$ cat src/rtl/nvcsum_pkg.sv
package nvcsum_pkg;
  localparam int CSUM_W = 16;
  localparam int BYTE_W = 8;
  localparam logic [CSUM_W-1:0] CSUM_SEED = 16'hFFFF;

  // One word folded into the running checksum.
  function automatic logic [CSUM_W-1:0] csum_fold(input logic [CSUM_W-1:0] acc,
                                                   input logic [CSUM_W-1:0] word);
    logic [CSUM_W-1:0] mix;
    logic [3:0]        lo_nib;
    logic [3:0]        hi_nib;
    mix    = acc ^ word;
    lo_nib = mix[3:0];
    hi_nib = mix[7:4] ^ lo_nib;
    csum_fold = {8'h00, acc[15:8]}
              ^ {9'b0, lo_nib, 3'b0}
              ^ {4'b0, lo_nib, 8'b0}
              ^ {12'b0, hi_nib}
              ^ {5'b0, hi_nib, 7'b0}
              ^ {hi_nib, 12'b0};
  endfunction
endpackage

$ cat src/rtl/nvcsum_addr_gen.sv
module nvcsum_addr_gen #(
  parameter int AW = 8,
  parameter int CW = 9
) (
  input  logic          clk,
  input  logic          rst_n,
  input  logic          launch,
  input  logic [AW-1:0] base_addr,
  input  logic [CW-1:0] len,
  output logic          rd_en,
  output logic [AW-1:0] rd_addr,
  output logic          rd_last,
  output logic          empty_evt
);
  logic [AW-1:0] ptr_q;
  logic [CW-1:0] left_q;
  logic          active_q;
  logic          empty_q;

  always_ff @(posedge clk or negedge rst_n) begin
    if (!rst_n) begin
      ptr_q    <= '0;
      left_q   <= '0;
      active_q <= 1'b0;
      empty_q  <= 1'b0;
    end else begin
      empty_q <= 1'b0;
      if (launch) begin
        ptr_q    <= base_addr;
        left_q   <= len;
        active_q <= (len != '0);
        empty_q  <= (len == '0);
      end else if (active_q) begin
        ptr_q  <= ptr_q + 1'b1;
        left_q <= left_q - 1'b1;
        if (left_q == CW'(1)) active_q <= 1'b0;
      end
    end
  end

  assign rd_en     = active_q;
  assign rd_addr   = ptr_q;
  assign rd_last   = active_q && (left_q == CW'(1));
  assign empty_evt = empty_q;


  addr_step_chk: assert property (@(posedge clk) disable iff (!rst_n)
    (rd_en && !rd_last) |=> (rd_en && rd_addr == $past(rd_addr) + 1'b1));

  no_relaunch_chk: assert property (@(posedge clk) disable iff (!rst_n)
    launch |-> !rd_en);
endmodule

$ cat src/rtl/nvcsum_word_pack.sv
module nvcsum_word_pack
  import nvcsum_pkg::*;
(
  input  logic              clk,
  input  logic              rst_n,
  input  logic              clear,
  input  logic              byte_vld,
  input  logic              byte_last,
  input  logic [BYTE_W-1:0] byte_in,
  output logic              word_vld,
  output logic              word_last,
  output logic [CSUM_W-1:0] word
);
  logic              have_hi_q;
  logic [BYTE_W-1:0] hi_q;

  always_ff @(posedge clk or negedge rst_n) begin
    if (!rst_n) begin
      have_hi_q <= 1'b0;
      hi_q      <= '0;
      word_vld  <= 1'b0;
      word_last <= 1'b0;
      word      <= '0;
    end else begin
      word_vld  <= 1'b0;
      word_last <= 1'b0;
      if (clear) begin
        have_hi_q <= 1'b0;
      end else if (byte_vld) begin
        if (have_hi_q) begin
          word      <= {hi_q, byte_in};
          word_vld  <= 1'b1;
          word_last <= byte_last;
          have_hi_q <= 1'b0;
        end else if (byte_last) begin
          word      <= {byte_in, 8'h00};
          word_vld  <= 1'b1;
          word_last <= 1'b1;
        end else begin
          hi_q      <= byte_in;
          have_hi_q <= 1'b1;
        end
      end
    end
  end


  odd_tail_chk: assert property (@(posedge clk) disable iff (!rst_n)
    (byte_vld && byte_last && !have_hi_q) |=> (word_vld && word[7:0] == 8'h00));
endmodule

$ cat src/rtl/nvcsum_accum.sv
module nvcsum_accum
  import nvcsum_pkg::*;
(
  input  logic              clk,
  input  logic              rst_n,
  input  logic              seed,
  input  logic              word_vld,
  input  logic              word_last,
  input  logic [CSUM_W-1:0] word,
  input  logic              empty_evt,
  output logic [CSUM_W-1:0] acc,
  output logic              done
);
  always_ff @(posedge clk or negedge rst_n) begin
    if (!rst_n) begin
      acc  <= CSUM_SEED;
      done <= 1'b0;
    end else begin
      done <= (word_vld && word_last) || empty_evt;
      if (seed)          acc <= CSUM_SEED;
      else if (word_vld) acc <= csum_fold(acc, word);
    end
  end


  seed_load_chk: assert property (@(posedge clk) disable iff (!rst_n)
    seed |=> (acc == 16'hFFFF));

  done_pulse_chk: assert property (@(posedge clk) disable iff (!rst_n)
    done |=> !done);
endmodule

$ cat src/rtl/nvcsum_engine.sv
module nvcsum_engine
  import nvcsum_pkg::*;
#(
  parameter int AW = 8,
  parameter int CW = 9
) (
  input  logic              clk,
  input  logic              rst_n,
  input  logic              start,
  input  logic [AW-1:0]     start_addr,
  input  logic [CW-1:0]     byte_count,
  output logic              mem_rd_en,
  output logic [AW-1:0]     mem_addr,
  input  logic [BYTE_W-1:0] mem_rd_data,
  output logic              done,
  output logic [CSUM_W-1:0] result
);
  logic              busy_q;
  logic              accept;
  logic              rd_last;
  logic              empty_evt;
  logic              rvld_q;
  logic              rlast_q;
  logic              word_vld;
  logic              word_last;
  logic [CSUM_W-1:0] word;

  assign accept = start && !busy_q;

  always_ff @(posedge clk or negedge rst_n) begin
    if (!rst_n) begin
      busy_q  <= 1'b0;
      rvld_q  <= 1'b0;
      rlast_q <= 1'b0;
    end else begin
      if (accept)    busy_q <= 1'b1;
      else if (done) busy_q <= 1'b0;
      rvld_q  <= mem_rd_en;
      rlast_q <= rd_last;
    end
  end

  nvcsum_addr_gen #(.AW(AW), .CW(CW)) u_addr (
    .clk(clk), .rst_n(rst_n), .launch(accept), .base_addr(start_addr),
    .len(byte_count), .rd_en(mem_rd_en), .rd_addr(mem_addr),
    .rd_last(rd_last), .empty_evt(empty_evt)
  );

  nvcsum_word_pack u_pack (
    .clk(clk), .rst_n(rst_n), .clear(accept), .byte_vld(rvld_q),
    .byte_last(rlast_q), .byte_in(mem_rd_data), .word_vld(word_vld),
    .word_last(word_last), .word(word)
  );

  nvcsum_accum u_acc (
    .clk(clk), .rst_n(rst_n), .seed(accept), .word_vld(word_vld),
    .word_last(word_last), .word(word), .empty_evt(empty_evt),
    .acc(result), .done(done)
  );


  read_in_job_chk: assert property (@(posedge clk) disable iff (!rst_n)
    mem_rd_en |-> busy_q);

  result_hold_chk: assert property (@(posedge clk) disable iff (!rst_n)
    (!busy_q && !start) |=> $stable(result));

  done_in_job_chk: assert property (@(posedge clk) disable iff (!rst_n)
    done |-> busy_q);
endmodule

$ cat config.mk
export PLATFORM = sky130hd
export DESIGN_NAME = nvcsum_engine
export DESIGN_NICKNAME = d
export VERILOG_FILES = /design/src/rtl/nvcsum_pkg.sv /design/src/rtl/nvcsum_addr_gen.sv /design/src/rtl/nvcsum_word_pack.sv /design/src/rtl/nvcsum_accum.sv /design/src/rtl/nvcsum_engine.sv
export SDC_FILE = /design/constraint.sdc
export NUM_CORES = 1
export LEC_CHECK = 0
export CAP_MARGIN = 20
export CORE_UTILIZATION = 54
export CTS_CLUSTER_SIZE = 28
export DETAILED_ROUTE_END_ITERATION = 16
export PLACE_DENSITY = 0.84
export SLEW_MARGIN = 30
export SYNTH_ARGS = -nofsm -noshare
export SYNTH_HDL_FRONTEND = slang
export SYNTH_SLANG_ARGS = --single-unit
$ cat constraint.sdc
create_clock -name clk -period 3.53 [get_ports clk]
set_input_delay 0.5295 -clock clk [delete_from_list [all_inputs] [get_ports clk]]
set_output_delay 0.5295 -clock clk [all_outputs]
set_load 0.005 [all_outputs]
==> out/qor_table.md <==
| Parameter | This run | Unit |
|:---|:---|:---|
| Root buffer selected by CTS | sky130_fd_sc_hd__clkbuf_8 | - |
| Shortest period the worst path allows | 2220 | ps |
| Final nets | 305 | - |
| Top cells by area in the synthesized netlist | sky130_fd_sc_hd__dfrtp_1, sky130_fd_sc_hd__dfstp_2, sky130_fd_sc_hd__xnor3_1 | - |
| Predominant post-synthesis flop cell | sky130_fd_sc_hd__dfrtp_1 | - |
| Synthesized area | 2510 | um2 |
| Warnings, synthesis | 0 | - |
| DR vias | 1852 | - |
| Core area | 4410 | um2 |
| Share of the clock period used by the worst path after layout | 0.630 | - |
| Worst setup SP type | input pin | - |
| Count of pins over their slew limit | 0 | - |
| Number of antenna violations at the first check in global routing | 0 | - |
| Arrival time of data at the critical path endpoint | 2410 | ps |
| Hold WC Path Type | in -> async | - |
| Non-filler instance count after layout | 327 | - |
| Routed length per placed instance | 15.6 | um |
| Hold Slack | 241 | ps |
| Clock Sinks | 50 | - |
| Post-CTS Repair Setup Buffers | 0 | - |
| Pin slew with the least headroom to its limit | 770 | ps |
| Mapped Cells | 224 | - |
| CTS tree | done | - |
| Maximum resistive drop on vdd | 0.443 | mV |
| Path type of the worst setup path | in -> reg | - |
| Final weighted congestion of routability-driven global placement | 0.750 | - |
| Synth cell types | 38 | - |
| Count of endpoints failing setup in the final report | 0 | - |
| Worst Path Required | 3710 | ps |
| Number of inserted diodes | 0 | - |
| Commonest cells post-synth | sky130_fd_sc_hd__dfrtp_1, sky130_fd_sc_hd__nand2_1, sky130_fd_sc_hd__o21ai_0 | - |
| Yosys top cell area share | 0.339 | - |
| Clock latency on the worst-skew pair | 300 | ps |
| Core Rows | 24 | - |
| Number of violations reported at the end of detailed-routing iteration 0 | 44 | - |
| Highest Clock Rate | 0.450 | GHz |
| Unrepaired setup endpoints after global routing | no | - |
| I/O Buffers | 53 | - |
| PD cells | 1050 | nW/um2 |
| Sequential-to-total area share from yosys stat | 0.507 | - |
| I/O pin total | 54 | - |
| Via count of the first global-routing pass | 1888 | - |
| Total Wirelength | 5.10 | mm |
| Kind of capture point of the worst setup path | flip-flop | - |
| Wire length of the first global-routing pass | 8.79 | mm |
| Cell with the most instances after synthesis | sky130_fd_sc_hd__dfrtp_1 | - |
| Critical Path Fanout Max | 21 | - |
| Clock transition at the registers of the reported paths | 90 | ps |
| Initial Util | 0.568 | - |
| Number of max-capacitance violations reported | 0 | - |
| EDFF count, synth | 0 | - |
| Avg Synthesized Cell Area | 11.2 | um2 |
| Sum of negative setup slack | 0 | ps |
| Relative max-transition margin | 0.484 | - |
| Hold bufs inserted after CTS | 0 | - |
| Seq cells post-synth | 50 | - |
| Layout overhead on the synthesized area | 25.7 | % |
| DR vias/cell | 5.66 | - |
| Cell accounting for the most synthesized area | sky130_fd_sc_hd__dfrtp_1 | - |
| Result of the run | finished, final reports clean | - |
| Gr ovfl total | 0 | - |
| Share of cells above drive strength 1 | 0.113 | - |
| Leak pwr | 1.32 | nW |
| Maximum clock skew at final layout | 9.21 | ps |
| Hold Violations, Final | 0 | - |
| Number of remaining DRC errors | 0 | - |
| First-pass iteration count of the detailed router | 4 | - |
| Number of placed instances with taps included | 319 | - |
| Clock buffers created by TritonCTS | 5 | - |
| Post-cts sizing count | 0 | - |
| Detailed placement HPWL | 3.69 | mm |
| H-Tree Level Count | 2 | - |
| Die Y | 70.1 | um |
| Overall die area | 4920 | um2 |
| Syn nets | 255 | - |
| Count of nets left with antenna violations after detail routing | 0 | - |
| Die Width | 70.1 | um |
| Maximum clock path buffer count | 2 | - |
| Share of synthesized registers carrying an async set or reset | 1.00 | - |
| GRT Total Usage | 0.231 | - |
| Maximum number of pins on one net before global-route repair | 51 | - |
==> metrics by stage <==
stage	total power [W]	worst slack (ps)	util	instance area, um2
final	0.00332	1310	0.714	3150
after global routing	0.00358	1190	0.714	3150
after CTS	0.00335	1320	0.714	3150
after detailed placement	0.00302	1020	0.696	3070
after global placement	0.00295	1170	0.694	3070
after floorplan	0.00245	1870	-	2510
==> per-layer routing <==
metal	vias up	track usage	wire [um]
met5	-	0	0
met4	0	0.0667	62
met3	5	0.0577	225
met2	38	0.393	2540
met1	908	0.291	2270
li1	901	-	-
==> sequential cells by signal, indices dropped and copies added, names as in the netlist <==
register / flops
u_acc.acc: 16
rvld_q: 1
u_addr.left_q: 9
u_addr.rd_en: 1
u_pack.word_last: 1
rlast_q: 1
u_acc.done: 1
u_addr.rd_addr: 8
u_pack.have_hi_q: 1
u_pack.word: 8
busy_q: 1
u_pack.word_vld: 1
u_addr.empty_evt: 1
==> cell families (layout without fill, tap and decap cells) <==
| family | after synthesis | in the layout | synth area share |
|---|---|---|---|
| AO/OA/AOI/OAI | 59 | 59 | 0.151 |
| AND/OR/NAND/NOR | 58 | 58 | 0.123 |
| flip-flops | 50 | 50 | 0.507 |
| XOR/XNOR | 34 | 34 | 0.168 |
| buffers and inverters | 18 | 69 | 0.0274 |
| adder cells (fa/ha/maj) | 3 | 3 | 0.0150 |
| multiplexers | 2 | 2 | 0.00848 |
==> layout by cell type (no fill, tap or decap), drive strengths merged, types with 2 or more instances in the layout <==
cell | synthesis | layout
o31ai | 4 | 4
nor2 | 10 | 10
xor2 | 9 | 9
or3 | 4 | 4
xnor2 | 16 | 16
or4 | 6 | 6
a22o | 8 | 8
dfrtp | 34 | 34
nand2b | 2 | 2
a21oi | 8 | 8
o21ai | 18 | 18
nor4 | 2 | 2
o211ai | 8 | 8
nand2 | 20 | 20
xnor3 | 9 | 9
dfstp | 16 | 16
buf | 1 | 2
inv | 7 | 7
nand4 | 4 | 4
nor3 | 3 | 3
ha | 3 | 3
a31oi | 10 | 10
clkdlybuf4s50 | 0 | 52
and3 | 2 | 2
clkbuf | 10 | 8
==> layout make-up <==
type	instances	area, um2
Inverter	7	26.3
Multi-Input combinational cell	156	1170
Sequential cell	50	1270
Fill cell	333	1260
Timing Repair Buffer	54	536
Clock buffer	8	80.1
Tap cell	52	65.1
==> worst max-delay path, stage by stage <==
cell	delay, ps
sky130_fd_sc_hd__clkdlybuf4s50_1	440
sky130_fd_sc_hd__nand2b_1	560
sky130_fd_sc_hd__o211ai_1	510
sky130_fd_sc_hd__a22o_1	370
==> where the power goes <==
group / internal, W / leakage, nW / total [W] / switching, W
Combinational: 0.00111 / 0.719 / 0.00179 / 0.000688
Clock: 0.000141 / 0.0395 / 0.000314 / 0.000173
Sequential: 0.000926 / 0.566 / 0.00121 / 0.000284
Total: 0.00217 / 1.32 / 0.00332 / 0.00114
==> worst paths after layout <==
kind | cells after the start | slack, ps | startpoint | to
max | 4 | 1310 | start | u_pack.word[5]
min | 1 | 240 | rst_n | u_addr.left_q[3]
max reg2reg | 3 | 1490 | busy_q | u_pack.word[5]
min reg2reg | 1 | 440 | u_addr.empty_evt | u_acc.done
max in group asynchronous | 1 | 2880 | rst_n | u_addr.rd_addr[1]
min in group clk | 1 | 440 | u_addr.empty_evt | u_acc.done
Power figures use the tool's default switching activity.
